### config.mk
export PLATFORM = sky130hd
export DESIGN_NAME = async_serial_port
export DESIGN_NICKNAME = d
export VERILOG_FILES = /design/src/rtl/asp_pkg.sv /design/src/rtl/asp_baud_tick.sv /design/src/rtl/asp_tx.sv /design/src/rtl/asp_rx.sv /design/src/rtl/async_serial_port.sv
export SDC_FILE = /design/constraint.sdc
export NUM_CORES = 1
export LEC_CHECK = 0
export BUFFER_PORTS_ARGS = -buffer_cell sky130_fd_sc_hd__buf_2
export CORE_ASPECT_RATIO = 1.5
export CORE_MARGIN = 5
export CORE_UTILIZATION = 54
export CTS_CLUSTER_DIAMETER = 120
export DETAILED_ROUTE_END_ITERATION = 8
export GPL_TIMING_DRIVEN = 0
export PLACE_DENSITY = 0.73
export SETUP_SLACK_MARGIN = 0.05
export SLEW_MARGIN = 20
export SYNTH_ARGS = -nofsm -noshare
export SYNTH_HDL_FRONTEND = slang
export SYNTH_SLANG_ARGS = --single-unit
export TNS_END_PERCENT = 50
### constraint.sdc
create_clock -name clk -period 1.8 [get_ports clk]
set_clock_uncertainty 0.2 [all_clocks]
set_input_delay 0.27 -clock clk [delete_from_list [all_inputs] [get_ports clk]]
set_output_delay 0.27 -clock clk [all_outputs]
set_load 0.01 [all_outputs]
### src/rtl/asp_pkg.sv
package asp_pkg;
   // status word bit positions
   localparam int ST_TXE = 0;
   localparam int ST_RXR = 1;
   localparam int ST_PER = 2;
   localparam int ST_FER = 3;
   localparam int ST_OVR = 4;
   localparam int ST_BITS = 5;

   typedef enum logic [2:0] {
      RX_IDLE,
      RX_START,
      RX_DATA,
      RX_STOP,
      RX_WAITHI
   } rx_state_e;
endpackage

### src/rtl/asp_baud_tick.sv
module asp_baud_tick #(
   parameter int CLK_DIV = 27
) (
   input  logic clk,
   input  logic rst_n,
   output logic tick
);
   generate
      if (CLK_DIV < 1) begin : g_bad_div
         initial $fatal(1, "CLK_DIV must be at least 1");
      end
      if (CLK_DIV == 1) begin : g_every
         assign tick = 1'b1;
      end else begin : g_count
         localparam int CW = $clog2(CLK_DIV);
         logic [CW-1:0] cnt;
         logic          tick_q;
         always_ff @(posedge clk) begin
            if (!rst_n) begin
               cnt    <= '0;
               tick_q <= 1'b0;
            end else if (cnt == CW'(CLK_DIV - 1)) begin
               cnt    <= '0;
               tick_q <= 1'b1;
            end else begin
               cnt    <= cnt + 1'b1;
               tick_q <= 1'b0;
            end
         end
         assign tick = tick_q;

         // ticks are single-cycle pulses so bit lengths stay exact
         a_r2_tick_pulse: assert property (@(posedge clk) disable iff (!rst_n)
            tick |=> !tick);
      end
   endgenerate
endmodule

### src/rtl/asp_tx.sv
module asp_tx #(
   parameter int DATA_BITS  = 7,
   parameter int OVERSAMPLE = 16
) (
   input  logic                 clk,
   input  logic                 rst_n,
   input  logic                 tick,
   input  logic                 odd_par,
   input  logic                 load,
   input  logic [DATA_BITS-1:0] load_data,
   output logic                 hold_empty,
   output logic                 txd
);
   localparam int FRAME = DATA_BITS + 3;
   localparam int TW    = $clog2(OVERSAMPLE);
   localparam int BW    = $clog2(FRAME);

   logic                 hold_full;
   logic [DATA_BITS-1:0] hold_data;
   logic                 busy;
   logic [FRAME-1:0]     shreg;
   logic [TW-1:0]        tcnt;
   logic [BW-1:0]        bcnt;
   logic                 par;
   logic                 fin;
   logic                 start;

   always_comb begin
      par   = odd_par ? ~(^hold_data) : ^hold_data;
      fin   = busy && tick && (tcnt == TW'(OVERSAMPLE - 1)) && (bcnt == BW'(FRAME - 1));
      start = tick && hold_full && (!busy || fin);
   end

   always_ff @(posedge clk) begin
      if (!rst_n) begin
         hold_full <= 1'b0;
         hold_data <= '0;
         busy      <= 1'b0;
         shreg     <= '1;
         tcnt      <= '0;
         bcnt      <= '0;
      end else begin
         if (load && !hold_full) begin
            hold_data <= load_data;
            hold_full <= 1'b1;
         end
         if (start) begin
            shreg     <= {1'b1, par, hold_data, 1'b0};
            busy      <= 1'b1;
            tcnt      <= '0;
            bcnt      <= '0;
            hold_full <= 1'b0;
         end else if (tick && busy) begin
            if (tcnt == TW'(OVERSAMPLE - 1)) begin
               tcnt  <= '0;
               shreg <= {1'b1, shreg[FRAME-1:1]};
               if (bcnt == BW'(FRAME - 1)) busy <= 1'b0;
               else                        bcnt <= bcnt + 1'b1;
            end else begin
               tcnt <= tcnt + 1'b1;
            end
         end
      end
   end

   assign hold_empty = !hold_full;
   assign txd        = busy ? shreg[0] : 1'b1;

   // a frame opens with a low start bit
   a_r2_start_low: assert property (@(posedge clk) disable iff (!rst_n)
      $rose(busy) |-> !txd);
   // the line was high (stop bit) right before the shifter goes idle
   a_r2_stop_high: assert property (@(posedge clk) disable iff (!rst_n)
      $fell(busy) |-> $past(txd));
   // during a frame the line only moves on baud ticks
   a_r2_tick_aligned: assert property (@(posedge clk) disable iff (!rst_n)
      (busy && $past(busy)) |-> ($past(tick) || $stable(txd)));
endmodule

### src/rtl/asp_rx.sv
module asp_rx
   import asp_pkg::*;
#(
   parameter int DATA_BITS  = 7,
   parameter int OVERSAMPLE = 16
) (
   input  logic                 clk,
   input  logic                 rst_n,
   input  logic                 tick,
   input  logic                 rxd,
   input  logic                 odd_par,
   output logic                 done,
   output logic [DATA_BITS-1:0] rx_char,
   output logic                 par_err,
   output logic                 frm_err
);
   localparam int TW  = $clog2(OVERSAMPLE);
   localparam int BCW = $clog2(DATA_BITS + 1);

   logic             rx_meta, rx_s;
   rx_state_e        state;
   logic [TW-1:0]    tcnt;
   logic [BCW-1:0]   bcnt;
   logic [DATA_BITS:0] shreg;

   always_ff @(posedge clk) begin
      if (!rst_n) begin
         rx_meta <= 1'b1;
         rx_s    <= 1'b1;
      end else begin
         rx_meta <= rxd;
         rx_s    <= rx_meta;
      end
   end

   always_ff @(posedge clk) begin
      if (!rst_n) begin
         state   <= RX_IDLE;
         tcnt    <= '0;
         bcnt    <= '0;
         shreg   <= '0;
         done    <= 1'b0;
         rx_char <= '0;
         par_err <= 1'b0;
         frm_err <= 1'b0;
      end else begin
         done <= 1'b0;
         if (tick) begin
            unique case (state)
               RX_IDLE: begin
                  if (!rx_s) begin
                     state <= RX_START;
                     tcnt  <= '0;
                  end
               end
               RX_START: begin
                  if (tcnt == TW'(OVERSAMPLE / 2 - 1)) begin
                     tcnt  <= '0;
                     bcnt  <= '0;
                     state <= rx_s ? RX_IDLE : RX_DATA;
                  end else begin
                     tcnt <= tcnt + 1'b1;
                  end
               end
               RX_DATA: begin
                  if (tcnt == TW'(OVERSAMPLE - 1)) begin
                     tcnt  <= '0;
                     shreg <= {rx_s, shreg[DATA_BITS:1]};
                     if (bcnt == BCW'(DATA_BITS)) state <= RX_STOP;
                     else                         bcnt  <= bcnt + 1'b1;
                  end else begin
                     tcnt <= tcnt + 1'b1;
                  end
               end
               RX_STOP: begin
                  if (tcnt == TW'(OVERSAMPLE - 1)) begin
                     tcnt    <= '0;
                     done    <= 1'b1;
                     rx_char <= shreg[DATA_BITS-1:0];
                     par_err <= (^shreg) ^ odd_par;
                     frm_err <= !rx_s;
                     state   <= rx_s ? RX_IDLE : RX_WAITHI;
                  end else begin
                     tcnt <= tcnt + 1'b1;
                  end
               end
               RX_WAITHI: begin
                  if (rx_s) state <= RX_IDLE;
               end
               default: state <= RX_IDLE;
            endcase
         end
      end
   end

   // data sampling only begins after the start bit was seen low at mid-bit
   a_r7_start_confirmed: assert property (@(posedge clk) disable iff (!rst_n)
      (state == RX_DATA && $past(state) == RX_START) |-> !$past(rx_s));
   // after a low stop bit the receiver holds off until the line is high
   a_r10_wait_high: assert property (@(posedge clk) disable iff (!rst_n)
      ($past(state) == RX_WAITHI && state == RX_IDLE) |-> $past(rx_s));
endmodule

### src/rtl/async_serial_port.sv
module async_serial_port
   import asp_pkg::*;
#(
   parameter int CLK_DIV    = 27,
   parameter int OVERSAMPLE = 16,
   parameter int DATA_BITS  = 7,
   parameter int BUS_W      = 8
) (
   input  logic             clk,
   input  logic             rst_n,
   input  logic             sel,
   input  logic             wr_en,
   input  logic             rd_en,
   input  logic [BUS_W-1:0] wdata,
   output logic [BUS_W-1:0] rdata,
   output logic             txd,
   input  logic             rxd
);
   generate
      if (BUS_W < ST_BITS || BUS_W < DATA_BITS) begin : g_bad_bus
         initial $fatal(1, "BUS_W too narrow for status word or character");
      end
      if (OVERSAMPLE < 4 || (OVERSAMPLE % 2) != 0) begin : g_bad_os
         initial $fatal(1, "OVERSAMPLE must be even and at least 4");
      end
   endgenerate

   logic                 tick;
   logic                 odd_par;
   logic                 hold_empty;
   logic                 rx_done;
   logic [DATA_BITS-1:0] rx_char;
   logic                 rx_perr, rx_ferr;
   logic                 rx_ready, perr, ferr, ovr;
   logic [DATA_BITS-1:0] rx_hold;
   logic [BUS_W-1:0]     status;
   logic                 rd_data, rd_stat, wr_data, wr_ctrl;

   assign rd_data = rd_en && !sel;
   assign rd_stat = rd_en && sel;
   assign wr_data = wr_en && !sel;
   assign wr_ctrl = wr_en && sel;

   asp_baud_tick #(.CLK_DIV(CLK_DIV)) u_baud (
      .clk  (clk),
      .rst_n(rst_n),
      .tick (tick)
   );

   asp_tx #(.DATA_BITS(DATA_BITS), .OVERSAMPLE(OVERSAMPLE)) u_tx (
      .clk       (clk),
      .rst_n     (rst_n),
      .tick      (tick),
      .odd_par   (odd_par),
      .load      (wr_data),
      .load_data (wdata[DATA_BITS-1:0]),
      .hold_empty(hold_empty),
      .txd       (txd)
   );

   asp_rx #(.DATA_BITS(DATA_BITS), .OVERSAMPLE(OVERSAMPLE)) u_rx (
      .clk    (clk),
      .rst_n  (rst_n),
      .tick   (tick),
      .rxd    (rxd),
      .odd_par(odd_par),
      .done   (rx_done),
      .rx_char(rx_char),
      .par_err(rx_perr),
      .frm_err(rx_ferr)
   );

   always_ff @(posedge clk) begin
      if (!rst_n) begin
         odd_par  <= 1'b0;
         rx_ready <= 1'b0;
         rx_hold  <= '0;
         perr     <= 1'b0;
         ferr     <= 1'b0;
         ovr      <= 1'b0;
      end else begin
         if (wr_ctrl) odd_par <= wdata[0];
         if (rx_done) begin
            rx_hold  <= rx_char;
            perr     <= rx_perr;
            ferr     <= rx_ferr;
            rx_ready <= 1'b1;
         end else if (rd_data) begin
            rx_ready <= 1'b0;
         end
         if (rx_done && rx_ready && !rd_data) ovr <= 1'b1;
         else if (rd_stat)                    ovr <= 1'b0;
      end
   end

   always_comb begin
      status         = '0;
      status[ST_TXE] = hold_empty;
      status[ST_RXR] = rx_ready;
      status[ST_PER] = perr;
      status[ST_FER] = ferr;
      status[ST_OVR] = ovr;
   end

   assign rdata = sel ? status : BUS_W'(rx_hold);

   // overrun only appears when an unread character was pending
   a_r11_ovr_cause: assert property (@(posedge clk) disable iff (!rst_n)
      $rose(ovr) |-> $past(rx_ready));
   // a status read with no new overrun clears the flag
   a_r11_ovr_clear: assert property (@(posedge clk) disable iff (!rst_n)
      (rd_stat && !rx_done) |=> !ovr);
   // a data read with no new arrival clears receive ready
   a_r8_ready_clear: assert property (@(posedge clk) disable iff (!rst_n)
      (rd_data && !rx_done) |=> !rx_ready);
endmodule

* Word-level counts from Yosys, hierarchy flattened
Cells that the tools add are included.
** Cells by class
- Add/subtract/negate cells :: 5
- Eq/ne operators :: 17
- Muxes and demuxes :: 34
- Bitwise operators :: 4
- Reduce and logical (&&, ||, !) cells :: 40
** Operators by type and width (number)
- 2-to-1 mux 3 bit :: 10
- 2-to-1 mux 9 bit :: 3
- AND reduction 3 bit :: 6
- 2-to-1 mux 4 bit :: 4
- one-hot mux 3 bit (5 select lines) :: 1
- adder 4 x 1 -> 4 bit (second input constant) :: 3
- == test 4 bit (second input constant) :: 3
- logical AND 1 bit :: 12
- 2-to-1 mux 1 bit :: 12
- one-hot mux 4 bit (3 select lines) :: 1
- nonzero test 2 bit :: 6
- inequality test 2 x 1 -> 1 bit (second input constant) :: 5
- XOR reduction 8 bit :: 1
- 2-to-1 mux 7 bit :: 1
- AND reduction 7 bit :: 1
- XOR reduction 7 bit :: 1
- == test 3 x 2 -> 1 bit (second input constant) :: 2
- == test 3 bit (second input constant) :: 2
- one-hot mux 3 bit (2 select lines) :: 1
- OR reduction 2 bit :: 3
- adder 5 x 1 -> 5 bit (second input constant) :: 1
- == test 5 bit (second input constant) :: 1
- zero test 1 bit :: 5
- AND reduction 5 bit :: 1
- 11 further kinds :: 14
** Storage, ports and cells
- Register bits after elaboration :: 74
- Input bits :: 14
- Output and inout port bits :: 9
- Logic and storage cells :: 124

* Logic depth before layout (Yosys ltp)
Gate-level depths: netlist (run 1).
- Depth after elaboration :: 7
- Mapped depth :: 8
- Depth with buffers taken out :: 7

* Modules after synthesis
From an unflattened synthesis (run 1), not the netlist that was laid out.
** Second synthesis, totals
- Cell total of the unflattened synthesis :: 372
- Area, all modules :: 3480.8 um^2
** Modules (own cells, without submodules)
- asp_rx :: times used 1, cells an instance 153, area each 1348.8 um^2, seq. area each 600.6 um^2
- asp_tx :: times used 1, cells an instance 141, area each 1290.0 um^2, seq. area each 520.5 um^2
- async_serial_port :: times used 1, cells an instance 54, area each 571.8 um^2, seq. area each 240.2 um^2
- asp_baud_tick :: times used 1, cells an instance 24, area each 270.3 um^2, seq. area each 120.1 um^2

* Worst setup path after synthesis (run 1)
OpenSTA, ideal clock, no wires.
- Path kind :: register -> register
- Start point :: register u_tx.tcnt[0]
- End point :: register u_tx.shreg[0]
- Setup time :: 0.125 ns
- Data arrival time :: 1.497 ns
- Required time :: 1.475 ns
- Slack :: -0.022 ns
- Cell stages (with the launch flop) :: 8
- Clock period less this slack :: 1.822 ns
- Cell sequence :: dfxtp_1 ha_1 and3_1 and3_1 buf_2 mux2_2 nand2_1 nand2_1
** Between the ends
- Word-level cells in the longest chain between the ends :: 7
- Elaborated cells between the ends (all ways) :: 9
** Ends and longest elaborated chain
- start: declaration :: RTL line asp_tx.sv:22 : logic [TW-1:0] tcnt;
- start signal: assignment :: RTL line asp_tx.sv:60 : tcnt <= tcnt + 1'b1;
- == test 4 bit * :: RTL line asp_tx.sv:30, asp_tx.sv:54
- logical AND 1 bit (2 in series) :: RTL line asp_tx.sv:30 : fin = busy && tick && (tcnt == TW'(OVERSAMPLE - 1)) && (bcnt == BW'(FRAME - 1));
- logical OR 1 bit :: RTL line asp_tx.sv:31 : start = tick && hold_full && (!busy || fin);
- logical AND 1 bit :: RTL line asp_tx.sv:31
- nonzero test 2 bit (no line)
- AND reduction 2 bit (no line)
- end signal: assignment :: RTL line asp_tx.sv:48 : shreg <= {1'b1, par, hold_data, 1'b0};
- end signal: assignment :: RTL line asp_tx.sv:56 : shreg <= {1'b1, shreg[FRAME-1:1]};
- end: declaration :: RTL line asp_tx.sv:21 : logic [FRAME-1:0] shreg;
Every way passes the cells marked *; elsewhere a longest branch is shown, timed or not.
A chain may end at the register's enable or synchronous reset.

* Worst setup path in the final report (run 1)
- Start point :: register u_rx.state[1]
- End point :: register u_rx.bcnt[0]
** Between the ends
- Word-level cells in the longest chain between the ends :: 3
- Elaborated cells between the ends (all ways) :: 8
** Ends and longest elaborated chain
- start: declaration :: RTL line asp_rx.sv:21 : rx_state_e state;
- start signal: assignment :: RTL line asp_rx.sv:60 : state <= rx_s ? RX_IDLE : RX_DATA;
- start signal: assignment :: RTL line asp_rx.sv:82 : state <= rx_s ? RX_IDLE : RX_WAITHI;
- == test 3 x 2 -> 1 bit / == test 3 x 1 -> 1 bit (equally long branches) :: RTL line asp_rx.sv:49 : unique case (state)
- inequality test 2 x 1 -> 1 bit (no line), or another cell as far along
- AND reduction 5 bit (no line)
- end signal: assignment :: RTL line asp_rx.sv:70 : else bcnt <= bcnt + 1'b1;
- end: declaration :: RTL line asp_rx.sv:23 : logic [BCW-1:0] bcnt;
Parallel ways exist; a longest one is shown, timed or not.

==> impl_metrics.ini, run 1 <==
[synth]
syn_nets = 381
synthArstFlopShare_pct = 0
synth_area_leaders = dfxtp_1 (45%), mux2i_1 (10%), nor2_1 (7.5%)
synth_top_flop_cell = dfxtp_1
synth_most_common_cell = dfxtp_1
syn_area_per_cell_um2 = 9.24
synth_top_area_cell = dfxtp_1
syn-instance-count = 359
ys_top_cells_by_count = dfxtp_1 (74), nor2_1 (66), mux2i_1 (34)
ys_warn_count = 0
synth_seq_cells = 74
yosysSeqAreaShare_pct = 44.7
synth_edf_count = 0
netlist_area_um2 = 3320
yosysUniqueCellTypes = 51
synth_top_area_share_pct = 44.7

[placement]
pre_cts_slack_ns = -0.267
dpl.hpwl_um = 4440
dp.cells = 453
gp_congestion = 0.767
portBuffers = 20

[finish]
final_util_pct = 70.1
drive_above_1_share_pct = 32.1
nNetsFinal = 438
n_antenna_cell = 0
finalNonFillerCells = 495
syn_to_final_growth_pct = 27.7

[critical_path]
worstSetupPathType = reg -> reg
cpPeakStageDelay_ns = 0.42
cp.required_ns = 1.86
crit_path_start = u_rx.state[1]$_SDFFE_PN0P_
timing.critical_path.max_delay_family = simple AND/OR/NAND/NOR gates
path_max_fanout = 7
crit_buf_inv = 2
endpoint_kind = register
start_kind = register
r2r-start = u_rx.state[1]$_SDFFE_PN0P_
crit_chain = buf_6 -> buf_4 -> nor3b_1 -> o21ai_2 -> or4_4 -> a21oi_2
cp_slowest_cell = or4_4
cp.arrival_ns = 1.88

[status]
violations = negative setup slack
status = finished, violations left

[die]
die_h_um = 106
die_w_um = 74.0
row_count = 35
core_um2 = 6040
io_pins = 23
dieArea_um2 = 7840
initial_utilization_pct = 54.9

[timing]
fmax_mhz = 552
slew_headroom_pct = 53.1
totalNegativeSetupSlack_ns = -0.0125
worst_slew_pin_slew_ns = 0.704
finalCritPeriodShare_pct = 101
timing.final.max_slew_violations = 0
rsz0062_at_grt = true
fin_crit_ns = 1.81
finalSetupViolations = 1
fin_ws_ns = -0.0125
finalHoldViolCount = 0

[clock_tree]
htree_levels = 3
cts.reportedPaths.clkPinSlew_ns = 0.08
cts_tree = done
cts-root-buf = clkbuf_8
clk_path_buf_depth = 2
clk_latency_ns = 0.34
clock-sinks = 74
cts_made_buffers = 9

[drt]
drtIter0Drc = 159
drc_errors = 0
ant_nets = 0
vias = 2607
routed_wl_um = 7020
detail_route.wl_per_cell_um = 14.2
vias_per_cell = 5.27
drtPass1Iterations = 4

[grt]
grt_max_degree = 14
antenna_found_initial = 0
grt.busiest_layer = met2
grt_first_pass_wirelength_um = 11600
met3_usage_pct = 3.78
grt_use_met1_pct = 22.1
grt_pass1_vias = 2613
use_met2_pct = 31.9
overflow = 0
grtUsageTotal_pct = 18.7

[pwr]
p_per_area_nw_per_um2 = 736
peakVddDrop_uv = 535
power.leakage_uw = 0.00163

[worst_hold_path]
min_from = wr_en
hold_class = in -> reg

[flow_run]
drv_cap = 0
timing repair:
action | 4_1_cts | 5_1_grt
hold endpoints to repair | 10 | 0
pin swaps | 6 | 19
setup buffers | 6 | 8
hold buffers | 10 | 0
gates resized for setup | 20 | 54
gates cloned | 2 | 1
setup endpoints to repair | 43 | 32
per-stage QoR:
| stage | cell area [um2] | power [uW] | hold WS, ns |
|---|---|---|---|
| 2_1_floorplan | 3360 | 1820 | 0.143 |
| 3_3_place_gp | 3550 | 1870 | 0.189 |
| 3_5_place_dp | 3550 | 1870 | 0.201 |
| 4_1_cts | 3980 | 3140 | 0.00557 |
| 5_1_grt | 4240 | 3250 | 0.0236 |
| 6_report | 4240 | 3120 | 0.0277 |
per-layer routing:
metal,vias up,wire length [um]
met2,38,3750
li1,1324,-
met1,1235,2910
met5,-,0
met3,10,221
met4,0,130
area by class of cell:
cell class	instances	area [um2]
Multi-Input combinational cell	262	1940
Fill cell	471	1810
Sequential cell	74	1500
Timing Repair Buffer	46	349
Buffer	18	136
Clock buffer	10	128
Tap cell	74	92.6
Clock inverter	6	67.6
Inverter	5	18.8
cell families after synthesis:
| kind of cell | share of synthesized area, % |
|---|---|
| AO/OA/AOI/OAI | 7.05 |
| XOR/XNOR | 6.45 |
| adder cells (fa/ha/maj) | 3.02 |
| buffers and inverters | 4.26 |
| flip-flops | 44.7 |
| multiplexers | 12.3 |
| other | 0.113 |
| AND/OR/NAND/NOR | 22.1 |
registers in the layout, summed over array words and instances (netlist names), 3 cells and up:
register / count
rx_hold: 7
u_baud.g_count.cnt: 5
u_rx.bcnt: 3
u_rx.rx_char: 7
u_rx.shreg: 8
u_rx.state: 3
u_rx.tcnt: 4
u_tx.bcnt: 4
u_tx.hold_data: 7
u_tx.shreg: 9
u_tx.tcnt: 4
tightest hold or removal path, delay by kind of cell:
family	cells	cell delay, ns
buffers and inverters	1	0.13
AOI/OAI and AO/OA	1	0.05
and+or+nand+nor	1	0.08
final timing paths:
kind | end | slack [ns] | depth (start not counted)
worst max-delay path | u_rx.bcnt[0]$_SDFFE_PN0P_ | -0.01 | 6
worst min-delay path | odd_par$_SDFFE_PN0P_ | 0.03 | 3
worst max register to register | u_rx.bcnt[0]$_SDFFE_PN0P_ | -0.01 | 6
worst min register to register | u_baud.g_count.cnt[0]$_SDFF_PP0_ | 0.27 | 1
report_power, final:
part	switching, uW	internal (uW)	total (uW)
registers	18.5	1650	1670
clock network	609	642	1250
logic	104	90.5	194
total	731	2390	3120
placed cells by master, fill, tap and decap left out, types with 6 or more instances in the layout:
cell | Yosys | layout
dfxtp_1 | 74 | 63
nand3_1 | 9 | 7
buf_2 | 2 | 20
nand2_2 | 1 | 7
nor2_1 | 66 | 64
a21oi_2 | 2 | 6
dlygate4sd3_1 | 0 | 10
o21ai_0 | 13 | 6
nand2_1 | 33 | 26
buf_6 | 4 | 8
mux2i_1 | 34 | 33
a21oi_1 | 15 | 11
xor2_1 | 6 | 6
clkbuf_8 | 0 | 9
dfxtp_2 | 0 | 9
buf_4 | 2 | 14
xnor2_1 | 14 | 14
and3_4 | 0 | 7
Note: power is estimated with default switching activity, not from simulation.
==> run 2: changes to the inputs <==
--- a/config.mk
+++ b/config.mk
@@ -12,7 +12,7 @@
 export CTS_CLUSTER_DIAMETER = 120
 export DETAILED_ROUTE_END_ITERATION = 8
 export GPL_TIMING_DRIVEN = 0
-export PLACE_DENSITY = 0.73
+export PLACE_DENSITY = 0.75
 export SETUP_SLACK_MARGIN = 0.05
 export SLEW_MARGIN = 20
 export SYNTH_ARGS = -nofsm -noshare
==> impl_metrics.ini, run 2 (same netlist as run 1, synthesis figures left out) <==
[timing]
worst_slew_pin_slew_ns = 0.707
slew_headroom_pct = 52.9
finalSetupViolations = 0
finalCritPeriodShare_pct = 99.7
finalHoldViolCount = 0
fin_crit_ns = 1.79
rsz0062_at_grt = true
fmax_mhz = 557
timing.final.max_slew_violations = 0

[drt]
drtIter0Drc = 144
vias = 2673
drtPass1Iterations = 5
detail_route.wl_per_cell_um = 15.0
vias_per_cell = 5.37
routed_wl_um = 7460
ant_nets = 0
drc_errors = 0

[clock_tree]
clk_latency_ns = 0.34
cts_tree = done
cts_made_buffers = 9
htree_levels = 3
cts-root-buf = clkbuf_8
cts.reportedPaths.clkPinSlew_ns = 0.07
clk_path_buf_depth = 2
clock-sinks = 74

[placement]
portBuffers = 20
dpl.hpwl_um = 4540
dp.cells = 453
gp_congestion = 0.819

[critical_path]
r2r-start = u_tx.tcnt[0]$_SDFFE_PP0N_
crit_chain = ha_4 -> and3_4 -> and3_4 -> buf_6 -> buf_6 -> nand4_1 -> xor2_1 -> nor2_1
path_max_fanout = 5
start_kind = register
cpPeakStageDelay_ns = 0.36
worstReg2RegEnd = u_tx.bcnt[3]$_SDFFE_PP0P_
cp_slowest_cell = dfxtp_2
cp.arrival_ns = 1.84
worstSetupPathType = reg -> reg
cp.required_ns = 1.84
endpoint_kind = register
r2r_cells = 8
r2r_slack_ns = 0.006

[finish]
n_antenna_cell = 0
fillCellCount = 426
top_regs = u_tx.shreg (9), u_rx.shreg (8)
regMostFlops = u_tx.shreg
nNetsFinal = 441
layout_commonest_cell = dfxtp_1
largest_reg_flops = 9
syn_to_final_growth_pct = 29.9
multi_input_area_um2 = 1950
drive_above_1_share_pct = 32.8
final_cell_mix = dfxtp_1 (67), nor2_1 (65), mux2i_1 (34), nand2_1 (21), buf_2 (21)
seqCellArea_um2 = 1490
finalNonFillerCells = 498

[die]
core_um2 = 6040
die_h_um = 106
row_count = 35
die_w_um = 74.0
io_pins = 23
dieArea_um2 = 7840
initial_utilization_pct = 54.9

[worst_hold_path]
hold_end = odd_par$_SDFFE_PN0P_
min_path_cells = 3
min_from = wr_en
hold_class = in -> reg

[grt]
grtUsageTotal_pct = 17.9
grt_pass1_vias = 2509
antenna_found_initial = 0
grt_max_degree = 13
grt_first_pass_wirelength_um = 11000
overflow = 0

[pwr]
total_power_uw = 3350
power.leakage_uw = 0.00168
peakVddDrop_uv = 632
p_per_area_nw_per_um2 = 776

[flow_run]
drv_cap = 0

[status]
status = finished clean
==> run 2: cell types whose count changed in the layout (fill, tap and decap cells not counted), sizes merged <==
cell      change
buf           +2
clkinv        -2
clkbuf        +3
bufinv        +1
clkinvlp      -1
==> run 2: final cells by class <==
cell class / count / area share, %
multi-input combinational: 262 / 45.2
sequential: 74 / 34.6
timing repair buffer: 49 / 8.83
clock buffer: 12 / 3.83
buffer: 18 / 3.19
tap: 74 / 2.15
clock inverter: 4 / 1.68
inverter: 5 / 0.436
==> run 2: what timing repair did <==
| action | 4_1_cts | 5_1_grt |
|---|---|---|
| hold buffers | 10 | 0 |
| pin swaps | 11 | 31 |
| gates cloned | 0 | 2 |
| endpoints found under the hold margin | 10 | 0 |
| gates resized for setup | 19 | 56 |
| buffers inserted | 9 | 9 |
| endpoints found under the setup margin | 43 | 32 |
==> run 2: layer usage <==
| metal | up-vias | global-route usage [%] | wire [um] |
|---|---|---|---|
| met5 | - | 0 | 0 |
| met1 | 1279 | 20.9 | 3050 |
| met4 | 0 | 7.12 | 188 |
| li1 | 1329 | - | - |
| met2 | 51 | 30.2 | 3940 |
| met3 | 14 | 5.20 | 280 |
==> run 2: worst max-delay path, delay by kind of cell (launching register included) <==
family	cells	cell delay (ns)
flops	1	0.36
fa+ha+maj	1	0.14
simple gates	4	0.58
buf+inv	2	0.24
xor+xnor	1	0.18
==> run 2: worst max-delay path by stage <==
stage | start | endpoint | slack (ns)
5_1_grt | u_tx.tcnt[0]$_SDFFE_PP0N_ | u_tx.bcnt[3]$_SDFFE_PP0P_ | -0.08
4_1_cts | u_rx.bcnt[0]$_SDFFE_PN0P_ | u_rx.bcnt[0]$_SDFFE_PN0P_ | -0.002
3_3_place_gp | u_tx.bcnt[1]$_SDFFE_PP0P_ | u_tx.tcnt[3]$_SDFFE_PP0N_ | -0.25
2_1_floorplan | u_rx.tcnt[1]$_SDFFE_PN0P_ | u_rx.shreg[6]$_SDFFE_PN0P_ | 0.04
3_5_place_dp | u_tx.bcnt[1]$_SDFFE_PP0P_ | u_tx.bcnt[1]$_SDFFE_PP0P_ | -0.33
6_report | u_tx.tcnt[0]$_SDFFE_PP0N_ | u_tx.bcnt[3]$_SDFFE_PP0P_ | 0.006
==> run 2: power breakdown <==
group          internal (uW)  total [uW]  switching [uW]  leakage [uW]
Sequential              1650        1670            17.9      0.000602
Combinational           87.4         192             105      0.000955
Clock                    892        1480             589      0.000119
==> run 2: through the flow <==
stage	TNS (ns)	util, %	hold slack, ns	setup WS (ns)	instance area (um2)
finish	0	71.3	0.0336	0.00594	4310
global route	-0.347	71.3	0.0295	-0.0802	4310
CTS	-0.00215	66.7	0.00650	-0.00215	4030
detailed placement	-4.69	58.7	0.192	-0.333	3550
global placement	-3.24	58.7	0.194	-0.245	3550
floorplan	0	-	0.143	0.0382	3360
